### src/rtl/trim_prog_pkg.sv
package trim_prog_pkg;

  typedef enum logic [3:0] {
    ST_IDLE,
    ST_RD_SHIFT,
    ST_RD_SETTLE,
    ST_EVAL,
    ST_PICK,
    ST_WR_SHIFT,
    ST_WR_GAP1,
    ST_WR_PULSE,
    ST_WR_GAP2,
    ST_DONE
  } seq_state_t;

  typedef enum logic [1:0] {
    SH_IDLE,
    SH_LOW,
    SH_HIGH
  } sh_phase_t;

endpackage

### src/rtl/trim_tick_timer.sv
module trim_tick_timer #(
  parameter int unsigned TW = 8
) (
  input  logic          clk,
  input  logic          rst_n,
  input  logic          load,
  input  logic [TW-1:0] load_val,
  output logic          expired
);

  logic [TW-1:0] cnt_q, cnt_d;

  always_comb begin
    cnt_d = cnt_q;
    if (load) begin
      cnt_d = load_val;
    end else if (cnt_q != '0) begin
      cnt_d = cnt_q - TW'(1);
    end
  end

  always_ff @(posedge clk or negedge rst_n) begin
    if (!rst_n) begin
      cnt_q <= '0;
    end else begin
      cnt_q <= cnt_d;
    end
  end

  assign expired = (cnt_q == '0);

endmodule

### src/rtl/trim_word_shifter.sv
module trim_word_shifter
  import trim_prog_pkg::*;
#(
  parameter int unsigned W       = 11,
  parameter int unsigned HALF_TK = 500
) (
  input  logic         clk,
  input  logic         rst_n,
  input  logic         start,
  input  logic [W-1:0] word_in,
  output logic         ser_clk,
  output logic         ser_data,
  output logic         frame_done
);

  localparam int unsigned IW = $clog2(W);
  localparam int unsigned TW = $clog2(HALF_TK + 1);

  sh_phase_t     phase_q, phase_d;
  logic [IW-1:0] idx_q, idx_d;
  logic [W-1:0]  word_q, word_d;
  logic          tm_load, tm_exp;

  trim_tick_timer #(.TW(TW)) u_half (
    .clk      (clk),
    .rst_n    (rst_n),
    .load     (tm_load),
    .load_val (TW'(HALF_TK - 1)),
    .expired  (tm_exp)
  );

  always_comb begin
    phase_d    = phase_q;
    idx_d      = idx_q;
    word_d     = word_q;
    tm_load    = 1'b0;
    frame_done = 1'b0;
    unique case (phase_q)
      SH_IDLE: begin
        if (start) begin
          word_d  = word_in;
          idx_d   = '0;
          phase_d = SH_LOW;
          tm_load = 1'b1;
        end
      end
      SH_LOW: begin
        if (tm_exp) begin
          phase_d = SH_HIGH;
          tm_load = 1'b1;
        end
      end
      SH_HIGH: begin
        if (tm_exp) begin
          if (idx_q == IW'(W - 1)) begin
            phase_d    = SH_IDLE;
            frame_done = 1'b1;
          end else begin
            idx_d   = idx_q + IW'(1);
            phase_d = SH_LOW;
            tm_load = 1'b1;
          end
        end
      end
      default: phase_d = SH_IDLE;
    endcase
  end

  always_ff @(posedge clk or negedge rst_n) begin
    if (!rst_n) begin
      phase_q <= SH_IDLE;
      idx_q   <= '0;
      word_q  <= '0;
    end else begin
      phase_q <= phase_d;
      idx_q   <= idx_d;
      word_q  <= word_d;
    end
  end

  assign ser_clk  = (phase_q == SH_HIGH);
  assign ser_data = (phase_q != SH_IDLE) && word_q[idx_q];

endmodule

### src/rtl/trim_prog_ctrl.sv
module trim_prog_ctrl
  import trim_prog_pkg::*;
#(
  parameter int unsigned W          = 11,
  parameter logic [W-1:0] CHECK_MASK = {{(W-1){1'b1}}, 1'b0},
  parameter int unsigned GAP_TK     = 400,
  parameter int unsigned PULSE_TK   = 1000000,
  parameter int unsigned SETTLE_TK  = 200
) (
  input  logic                   clk,
  input  logic                   rst_n,
  input  logic                   start,
  input  logic                   erase_req,
  input  logic [W-1:0]           target,
  input  logic                   sense_in,
  input  logic                   frame_done,
  output logic                   sh_start,
  output logic [W-1:0]           sh_word,
  output logic                   hold_high,
  output logic                   pv_en,
  output logic                   busy,
  output logic                   done,
  output logic                   pass,
  output logic [$clog2(W+1)-1:0] wr_count
);

  localparam int unsigned IW = $clog2(W);
  localparam int unsigned CW = $clog2(W + 1);
  localparam int unsigned TW = $clog2(PULSE_TK + GAP_TK + SETTLE_TK + 1);

  seq_state_t    state_q, state_d;
  logic          erase_q, erase_d;
  logic          verify_q, verify_d;
  logic [IW-1:0] rd_idx_q, rd_idx_d;
  logic [W-1:0]  image_q, image_d;
  logic [W-1:0]  want_q, want_d;
  logic [W-1:0]  todo_q, todo_d;
  logic [CW-1:0] wr_cnt_q, wr_cnt_d;
  logic          pass_q, pass_d;
  logic          tm_load, tm_exp;
  logic [TW-1:0] tm_val;
  logic [IW-1:0] pick_idx;

  function automatic logic [W-1:0] sel_low(input logic [IW-1:0] pos);
    sel_low      = '1;
    sel_low[pos] = 1'b0;
  endfunction

  function automatic logic [IW-1:0] lowest_set(input logic [W-1:0] v);
    lowest_set = '0;
    for (int i = W - 1; i >= 0; i--) begin
      if (v[i]) lowest_set = IW'(i);
    end
  endfunction

  trim_tick_timer #(.TW(TW)) u_wait (
    .clk      (clk),
    .rst_n    (rst_n),
    .load     (tm_load),
    .load_val (tm_val),
    .expired  (tm_exp)
  );

  assign pick_idx = lowest_set(todo_q);

  always_comb begin
    state_d  = state_q;
    erase_d  = erase_q;
    verify_d = verify_q;
    rd_idx_d = rd_idx_q;
    image_d  = image_q;
    want_d   = want_q;
    todo_d   = todo_q;
    wr_cnt_d = wr_cnt_q;
    pass_d   = pass_q;
    sh_start = 1'b0;
    sh_word  = '1;
    tm_load  = 1'b0;
    tm_val   = '0;
    unique case (state_q)
      ST_IDLE: begin
        if (start) begin
          erase_d  = erase_req;
          want_d   = erase_req ? '1 : ~target;
          wr_cnt_d = '0;
          pass_d   = 1'b0;
          verify_d = 1'b0;
          rd_idx_d = '0;
          sh_start = 1'b1;
          if (erase_req) begin
            sh_word = '1;
            state_d = ST_WR_SHIFT;
          end else begin
            sh_word = sel_low('0);
            state_d = ST_RD_SHIFT;
          end
        end
      end
      ST_RD_SHIFT: begin
        if (frame_done) begin
          tm_load = 1'b1;
          tm_val  = TW'(SETTLE_TK - 1);
          state_d = ST_RD_SETTLE;
        end
      end
      ST_RD_SETTLE: begin
        if (tm_exp) begin
          image_d[rd_idx_q] = sense_in;
          if (rd_idx_q == IW'(W - 1)) begin
            state_d = ST_EVAL;
          end else begin
            rd_idx_d = rd_idx_q + IW'(1);
            sh_start = 1'b1;
            sh_word  = sel_low(rd_idx_q + IW'(1));
            state_d  = ST_RD_SHIFT;
          end
        end
      end
      ST_EVAL: begin
        if (verify_q) begin
          pass_d  = (((image_q ^ want_q) & CHECK_MASK) == '0);
          state_d = ST_DONE;
        end else begin
          todo_d  = (image_q ^ want_q) & CHECK_MASK;
          state_d = ST_PICK;
        end
      end
      ST_PICK: begin
        sh_start = 1'b1;
        if (todo_q == '0) begin
          verify_d = 1'b1;
          rd_idx_d = '0;
          sh_word  = sel_low('0);
          state_d  = ST_RD_SHIFT;
        end else begin
          todo_d[pick_idx] = 1'b0;
          wr_cnt_d = wr_cnt_q + CW'(1);
          sh_word  = sel_low(pick_idx);
          state_d  = ST_WR_SHIFT;
        end
      end
      ST_WR_SHIFT: begin
        if (frame_done) begin
          tm_load = 1'b1;
          tm_val  = TW'(GAP_TK - 1);
          state_d = ST_WR_GAP1;
        end
      end
      ST_WR_GAP1: begin
        if (tm_exp) begin
          tm_load = 1'b1;
          tm_val  = TW'(PULSE_TK - 1);
          state_d = ST_WR_PULSE;
        end
      end
      ST_WR_PULSE: begin
        if (tm_exp) begin
          tm_load = 1'b1;
          tm_val  = TW'(GAP_TK - 1);
          state_d = ST_WR_GAP2;
        end
      end
      ST_WR_GAP2: begin
        if (tm_exp) begin
          if (erase_q) begin
            verify_d = 1'b1;
            rd_idx_d = '0;
            sh_start = 1'b1;
            sh_word  = sel_low('0);
            state_d  = ST_RD_SHIFT;
          end else begin
            state_d = ST_PICK;
          end
        end
      end
      ST_DONE: state_d = ST_IDLE;
      default: state_d = ST_IDLE;
    endcase
  end

  always_ff @(posedge clk or negedge rst_n) begin
    if (!rst_n) begin
      state_q  <= ST_IDLE;
      erase_q  <= 1'b0;
      verify_q <= 1'b0;
      rd_idx_q <= '0;
      image_q  <= '0;
      want_q   <= '0;
      todo_q   <= '0;
      wr_cnt_q <= '0;
      pass_q   <= 1'b0;
    end else begin
      state_q  <= state_d;
      erase_q  <= erase_d;
      verify_q <= verify_d;
      rd_idx_q <= rd_idx_d;
      image_q  <= image_d;
      want_q   <= want_d;
      todo_q   <= todo_d;
      wr_cnt_q <= wr_cnt_d;
      pass_q   <= pass_d;
    end
  end

  assign hold_high = (state_q == ST_RD_SETTLE);
  assign pv_en     = (state_q == ST_WR_PULSE);
  assign busy      = (state_q != ST_IDLE);
  assign done      = (state_q == ST_DONE);
  assign pass      = pass_q;
  assign wr_count  = wr_cnt_q;

endmodule

### src/rtl/trim_prog_seq.sv
module trim_prog_seq #(
  parameter int unsigned  W          = 11,
  parameter int unsigned  CLK_HZ     = 100000000,
  parameter int unsigned  SCLK_HZ    = 100000,
  parameter int unsigned  PULSE_US   = 10000,
  parameter int unsigned  GAP_US     = 4,
  parameter int unsigned  SETTLE_US  = 2,
  parameter logic [W-1:0] CHECK_MASK = {{(W-1){1'b1}}, 1'b0}
) (
  input  logic                   clk,
  input  logic                   rst_n,
  input  logic                   start,
  input  logic                   erase_req,
  input  logic [W-1:0]           target,
  input  logic                   sense_in,
  output logic                   ser_clk,
  output logic                   ser_data,
  output logic                   pv_en,
  output logic                   busy,
  output logic                   done,
  output logic                   pass,
  output logic [$clog2(W+1)-1:0] wr_count
);

  localparam int unsigned TICK_US   = CLK_HZ / 1000000;
  localparam int unsigned HALF_TK   = CLK_HZ / (2 * SCLK_HZ);
  localparam int unsigned PULSE_TK  = TICK_US * PULSE_US;
  localparam int unsigned GAP_TK    = TICK_US * GAP_US;
  localparam int unsigned SETTLE_TK = TICK_US * SETTLE_US;

  logic         sh_start, sh_clk, sh_data, frame_done, hold_high;
  logic [W-1:0] sh_word;

  trim_word_shifter #(
    .W       (W),
    .HALF_TK (HALF_TK)
  ) u_shift (
    .clk        (clk),
    .rst_n      (rst_n),
    .start      (sh_start),
    .word_in    (sh_word),
    .ser_clk    (sh_clk),
    .ser_data   (sh_data),
    .frame_done (frame_done)
  );

  trim_prog_ctrl #(
    .W          (W),
    .CHECK_MASK (CHECK_MASK),
    .GAP_TK     (GAP_TK),
    .PULSE_TK   (PULSE_TK),
    .SETTLE_TK  (SETTLE_TK)
  ) u_ctrl (
    .clk        (clk),
    .rst_n      (rst_n),
    .start      (start),
    .erase_req  (erase_req),
    .target     (target),
    .sense_in   (sense_in),
    .frame_done (frame_done),
    .sh_start   (sh_start),
    .sh_word    (sh_word),
    .hold_high  (hold_high),
    .pv_en      (pv_en),
    .busy       (busy),
    .done       (done),
    .pass       (pass),
    .wr_count   (wr_count)
  );

  assign ser_clk  = sh_clk | hold_high;
  assign ser_data = sh_data | hold_high;

endmodule

### config.mk
export PLATFORM = sky130hd
export DESIGN_NAME = trim_prog_seq
export DESIGN_NICKNAME = d
export VERILOG_FILES = /design/src/rtl/trim_prog_pkg.sv /design/src/rtl/trim_tick_timer.sv /design/src/rtl/trim_word_shifter.sv /design/src/rtl/trim_prog_ctrl.sv /design/src/rtl/trim_prog_seq.sv
export SDC_FILE = /design/constraint.sdc
export NUM_CORES = 1
export LEC_CHECK = 0
export ABC_AREA = 1
export BUFFER_PORTS_ARGS = -buffer_cell sky130_fd_sc_hd__buf_2
export CAP_MARGIN = 20
export CORE_ASPECT_RATIO = 0.7
export CORE_MARGIN = 2
export CORE_UTILIZATION = 30
export CTS_CLUSTER_SIZE = 8
export DETAILED_ROUTE_END_ITERATION = 16
export SYNTH_ARGS = -nofsm -noshare
export SYNTH_HDL_FRONTEND = slang
export SYNTH_SLANG_ARGS = --single-unit
export TNS_END_PERCENT = 100
### constraint.sdc
create_clock -name clk -period 4.8 [get_ports clk]
set_input_delay 0.24 -clock clk [delete_from_list [all_inputs] [get_ports clk]]
set_output_delay 0.24 -clock clk [all_outputs]
set_load 0.005 [all_outputs]
## Word-level counts from Yosys, hierarchy flattened

Index checks and enable logic that the tools add are counted.

- Shift-type cells: 0
- Magnitude comparators: 7
- Divide/modulo/power cells: 0
- Reductions and logical operators: 35
- Equal/unequal tests: 30
- Bitwise logic cells: 7
- Muxes and demuxes: 96
- $mul: 0
- Add/sub/neg operators: 5

Operator list:

| cell | number |
|---|---|
| $mux 4 | 29 |
| $mux 11 | 8 |
| $pmux 20 s4 | 1 |
| $mux 20 | 3 |
| $pmux 11 s4 | 1 |
| $mux 9 | 4 |
| $pmux 4 s9 | 1 |
| $not 11->11 | 3 |
| $mux 1 | 26 |
| $logic_not 11->1 | 2 |
| $pmux 11 s2 | 1 |
| $logic_not 20->1 | 1 |
| $lt 4x5->1 const B | 4 |
| $reduce_bool 20->1 | 1 |
| $sub 20x1->20 const B | 1 |
| $ne 2x1->1 const B | 9 |
| $eq 4x3->1 const B | 4 |
| $eq 4x4->1 const B | 4 |
| $ne 2x2->1 const B | 8 |
| $pmux 4 s2 | 2 |
| $pmux 4 s4 | 1 |
| $reduce_and 7->1 | 2 |
| $reduce_bool 2->1 | 7 |
| $add 4x1->4 const B | 3 |
| other kinds (31) | 54 |

- Memories kept: 0
- Bits in writable memories: 0
- Word-level logic and storage cells: 194
- Register bits: 94
- Bits in latches: 0
- Memory bits (read-only): 0

## Longest topological paths before layout

- Depth in word-level cells: 19
- Depth in mapped cells: 15

## By module

Synthesis repeated with hierarchy kept, for this count alone.

- Cells, all modules: 804
- Area, all modules: 5775.5 um^2

Modules (own cells, without submodules):

| module | times used | cells each | area each (um^2) |
|---|---|---|---|
| trim_prog_ctrl | 1 | 378 | 2822.7 |
| trim_tick_timer (u_ctrl.u_wait) | 1 | 209 | 1390.1 |
| trim_word_shifter | 1 | 122 | 935.9 |
| trim_tick_timer (u_shift.u_half) | 1 | 90 | 608.1 |
| trim_prog_seq | 1 | 5 | 18.8 |

## Least setup slack after synthesis

OpenSTA, ideal clock, no wires.

- Kind: reg-to-reg
- From: reg u_ctrl.u_wait.cnt_q[0]
- To: reg u_shift.word_q[1]
- Arrival: 1.706 ns
- Setup time: 0.113 ns
- Path slack: 2.981 ns
- Cell stages (with the launch flop): 14
- Data required time: 4.687 ns
- Period minus slack after synthesis: 1.819 ns
- Path through: dfrtp_1 > inv_1 > ha_1 > nand2_2 > nor2_4 > nand3_4 > clkinv_2 > nand2_2 > nand2_4 > nand3_2 > nor2_2 > nand3_1 > nand2_1 > inv_1

- Cells in the longest elaborated chain, start to end: 4

RTL lines:

| element | RTL line | source |
|---|---|---|
| start: declaration | trim_tick_timer.sv:11 | `logic [TW-1:0] cnt_q, cnt_d;` |
| start signal: assignment | trim_tick_timer.sv:26 | `cnt_q <= cnt_d;` |
| $logic_not 20->1 * | trim_tick_timer.sv:30 | `assign expired = (cnt_q == '0);` |
| $mux 1 (on tied branches) | trim_prog_ctrl.sv:164, trim_prog_ctrl.sv:107 |  |
| $pmux 1 s4 | trim_prog_ctrl.sv:80 | `unique case (state_q)` |
| $reduce_and 2->1 (no line) | - |  |
| end signal: assignment | trim_word_shifter.sv:77 | `word_q <= word_d;` |
| end: declaration | trim_word_shifter.sv:21 | `logic [W-1:0] word_q, word_d;` |

Every way passes the cells marked *; elsewhere a longest branch is shown, timed or not.
A chain may end at the register's enable or synchronous reset.

## Final worst setup path

Ends and elaborated chain as after synthesis.

==> reports/results.ini <==
[run_status]
status = finished clean

[cells_and_area]
fillers = 1764
finalInstanceArea_um2 = 5910
multi_input_area_um2 = 2620
ff_latch_area_um2 = 2300
stdcell_count = 945
syn2layout_area_growth_pct = 12.6
antennaDiodeCount = 0
fin_nets = 736
final_layout_size_suffix_gt1_frac = 0.108

[sta]
tightest_slew_ns = 0.852
hold_viol = 0
fin_setup_tns_ns = 0
rsz0062_at_grt = false
setup_violations = 0
slew-limit-headroom = 0.428
finalCritPeriodShare = 0.533
fin_crit_ns = 2.56
fmax_ghz = 0.391
fin_worst_skew_ns = 0.00830
maxSlewViolCount = 0

[floorplan]
dieArea_um2 = 18600
num_rows = 40
die_x_um = 162
design.portCount = 26
die_h_um = 115
coreArea_um2 = 17200
initial_core_util = 0.306

[clock_tree]
cts_resized = 0
cts-root-buf = clkbuf_16
cts_num_sinks = 92
cts_setup_buffers = 0
clockBufferDepth = 2
h-tree-depth = 3
cts.clk_slew.worst_paths_ns = 0.07
cts_tree = built
insertion_delay_ns = 0.35
cts_buffers = 9

[synth]
synth_top_area_frac = 0.438
synthDistinctLibCells = 37
netlist_instances = 681
synth_fp_nets = 707
ys_ff_latch = 92
synth_area_um2 = 5250
async_reset_ff_frac = 1.00
ys_seq_area_frac = 0.438
synth_area_leaders = dfrtp_1 (44%), nand2_1 (10%), nor2_1 (6.3%)
syn_area_per_cell_um2 = 7.71
synth_edf_count = 0
synthFlopType = dfrtp_1
yosys_warnings = 0
yosys.area.top_type = dfrtp_1

[detailed_routing]
wl_per_cell_um = 13.6
vias_per_cell = 4.75
wl_um = 12900
drt_pass1_iterations = 5
vias = 4489
antenna_left = 0
drt_iter0_drc = 362
drc_errors = 0

[worst_hold_path]
hp-class = input pin to flop

[critical_path]
crit_path_start_kind = flop
worstPathCellList = inv_1, ha_1, nand2_2, nor2_4, nand3_4, clkinv_2, nand2_2, nand2_4, nand3_2, nor2_2, nand3_1, nand2_1, inv_1
crit_path_end_kind = flop
crit_buf_inv = 3
critical_path_required_ns = 5.04
critical_path.max_stage_delay_ns = 0.41
critPathTopFamily = simple AND/OR/NAND/NOR gates
arrival_ns = 2.80
slowest_stage = dfrtp_1
worstPathMaxFanout = 16
path_class = flop to flop

[global_route]
grt_pass1_vias = 4213
grt_pass1_wl_um = 21800
grt_use_total = 0.148
gr-total-overflow = 0
grt_max_degree = 61
grt_antenna_before_repair = 0

[pwr]
cellPowerDensity_nw_per_um2 = 523
p_leak_nw = 2.78
max-vdd-ir-drop_v = 0.000252

[placed_design]
dp_hpwl_um = 9720
dpl_cell_area_um2 = 5630
dp.cells = 929
portBuffers = 24
place.gp.congestion = 0.888

[job]
maxCapViolCount = 0

==> metrics by stage <==
stage | setup slack [ns] | power [W] | util | hold WS [ns]
2_1_floorplan | 2.98 | 0.00208 | - | -0.0556
3_3_place_gp | 2.32 | 0.00241 | 0.328 | 0.221
3_5_place_dp | 2.26 | 0.00242 | 0.328 | 0.225
4_1_cts | 2.24 | 0.00309 | 0.344 | 0.112
5_1_grt | 2.02 | 0.00336 | 0.344 | 0.113
6_report | 2.24 | 0.00309 | 0.344 | 0.116
==> layout make-up <==
cell class,instances,share of cell area
multi-input cells,503,0.442
flip-flops and latches,92,0.389
inverters,78,0.0497
well taps,231,0.0489
clock buffers,14,0.0447
repair buffers,26,0.0237
clock inverters,1,0.00127
==> path summary, 6_finish.rpt <==
path,slack [ns],cells past startpoint,end,startpoint
min in group asynchronous,0.38,2,u_ctrl.state_q[3],rst_n
min reg2reg,0.49,2,u_ctrl.todo_q[4],u_ctrl.todo_q[4]
max reg2reg,2.24,13,u_shift.word_q[1],u_ctrl.u_wait.cnt_q[0]
max,2.24,13,u_shift.word_q[1],u_ctrl.u_wait.cnt_q[0]
min,0.12,3,u_ctrl.erase_q,erase_req
max in group asynchronous,3.30,3,u_shift.phase_q[0],rst_n
==> layer usage <==
layer / global-route usage / part of all wire
met5: 0 / 0
met4: 0.0389 / 0.011
met3: 0.0330 / 0.048
met2: 0.195 / 0.38
met1: 0.238 / 0.56
==> cells in the mapped netlist, types with 4 or more instances <==
master      n
xnor2_1     9
nor3_1     15
o21a_1     10
xor2_1     24
nor2_1     88
a21oi_1    31
inv_1      67
nor2_2     13
nand2_2     6
clkbuf_1    4
nand2_1   142
a31oi_1     4
nand3_1    59
inv_2       9
o211ai_1    7
nand4_1    14
o31ai_1     4
ha_1       10
dfrtp_1    92
o21ai_1    10
nor2_4      4
o21ai_0    35
==> state kept, by name, summed over array words and instances, names as in the netlist <==
| signal | cells |
|---|---|
| u_ctrl.rd_idx_q | 4 |
| u_ctrl.erase_q | 1 |
| u_ctrl.todo_q | 11 |
| u_ctrl.state_q | 4 |
| u_shift.word_q | 11 |
| u_ctrl.pass | 1 |
| u_shift.idx_q | 4 |
| u_shift.u_half.cnt_q | 9 |
| u_ctrl.image_q | 10 |
| u_shift.phase_q | 2 |
| u_ctrl.wr_count | 4 |
| u_ctrl.want_q | 10 |
| u_ctrl.u_wait.cnt_q | 20 |
| u_ctrl.verify_q | 1 |
==> kinds of logic (layout without fill, tap and decap cells) <==
group / count (synthesis) / after routing / share of synthesized area
AO/OA/AOI/OAI: 106 / 106 / 0.115
XOR/XNOR: 33 / 33 / 0.0550
adder cells (fa/ha/maj): 10 / 10 / 0.0238
buffers and inverters: 86 / 119 / 0.0638
flip-flops: 92 / 92 / 0.438
AND/OR/NAND/NOR: 354 / 354 / 0.304
==> worst reg2reg max path, stage by stage, from the launching register on <==
cell and delay [ns]:
dfrtp_1 0.41, inv_1 0.15, ha_1 0.25, nand2_2 0.11
nor2_4 0.24, nand3_4 0.26, clkinv_2 0.26, nand2_2 0.10
nand2_4 0.08, nand3_2 0.15, nor2_2 0.20, nand3_1 0.13
nand2_1 0.08, inv_1 0.04
==> report_power, final <==
part	switching (W)	internal, W	leakage [nW]	total (W)
sequential	0.000166	0.000960	1.10	0.00113
clock	0.000286	0.000377	0.129	0.000663
combinational	0.000878	0.000424	1.55	0.00130
==> cells in the final DEF (no fill, tap or decap), drive strengths merged <==
cell and count:
or2 4, o21bai 2, a21oi 31, inv 76
a22o 1, o221ai 1, nand3 61, a31oi 4
nor2 105, o21a 10, xnor2 9, dlygate4sd3 1
nor3 15, nand2 151, nand4 14, o31ai 4
buf 25, o21ai 45, xor2 24, clkinvlp 1
a311oi 1, clkbuf 14, o211ai 7, or3 1
nor4 3, clkinv 2, dfrtp 92, ha 10
==> timing repair <==
item,4_1_cts,5_1_grt
hold buffers,1,0
hold endpoints to repair,32,0
setup endpoints to repair,0,0
No activity file was read; power rests on OpenSTA's default activity.
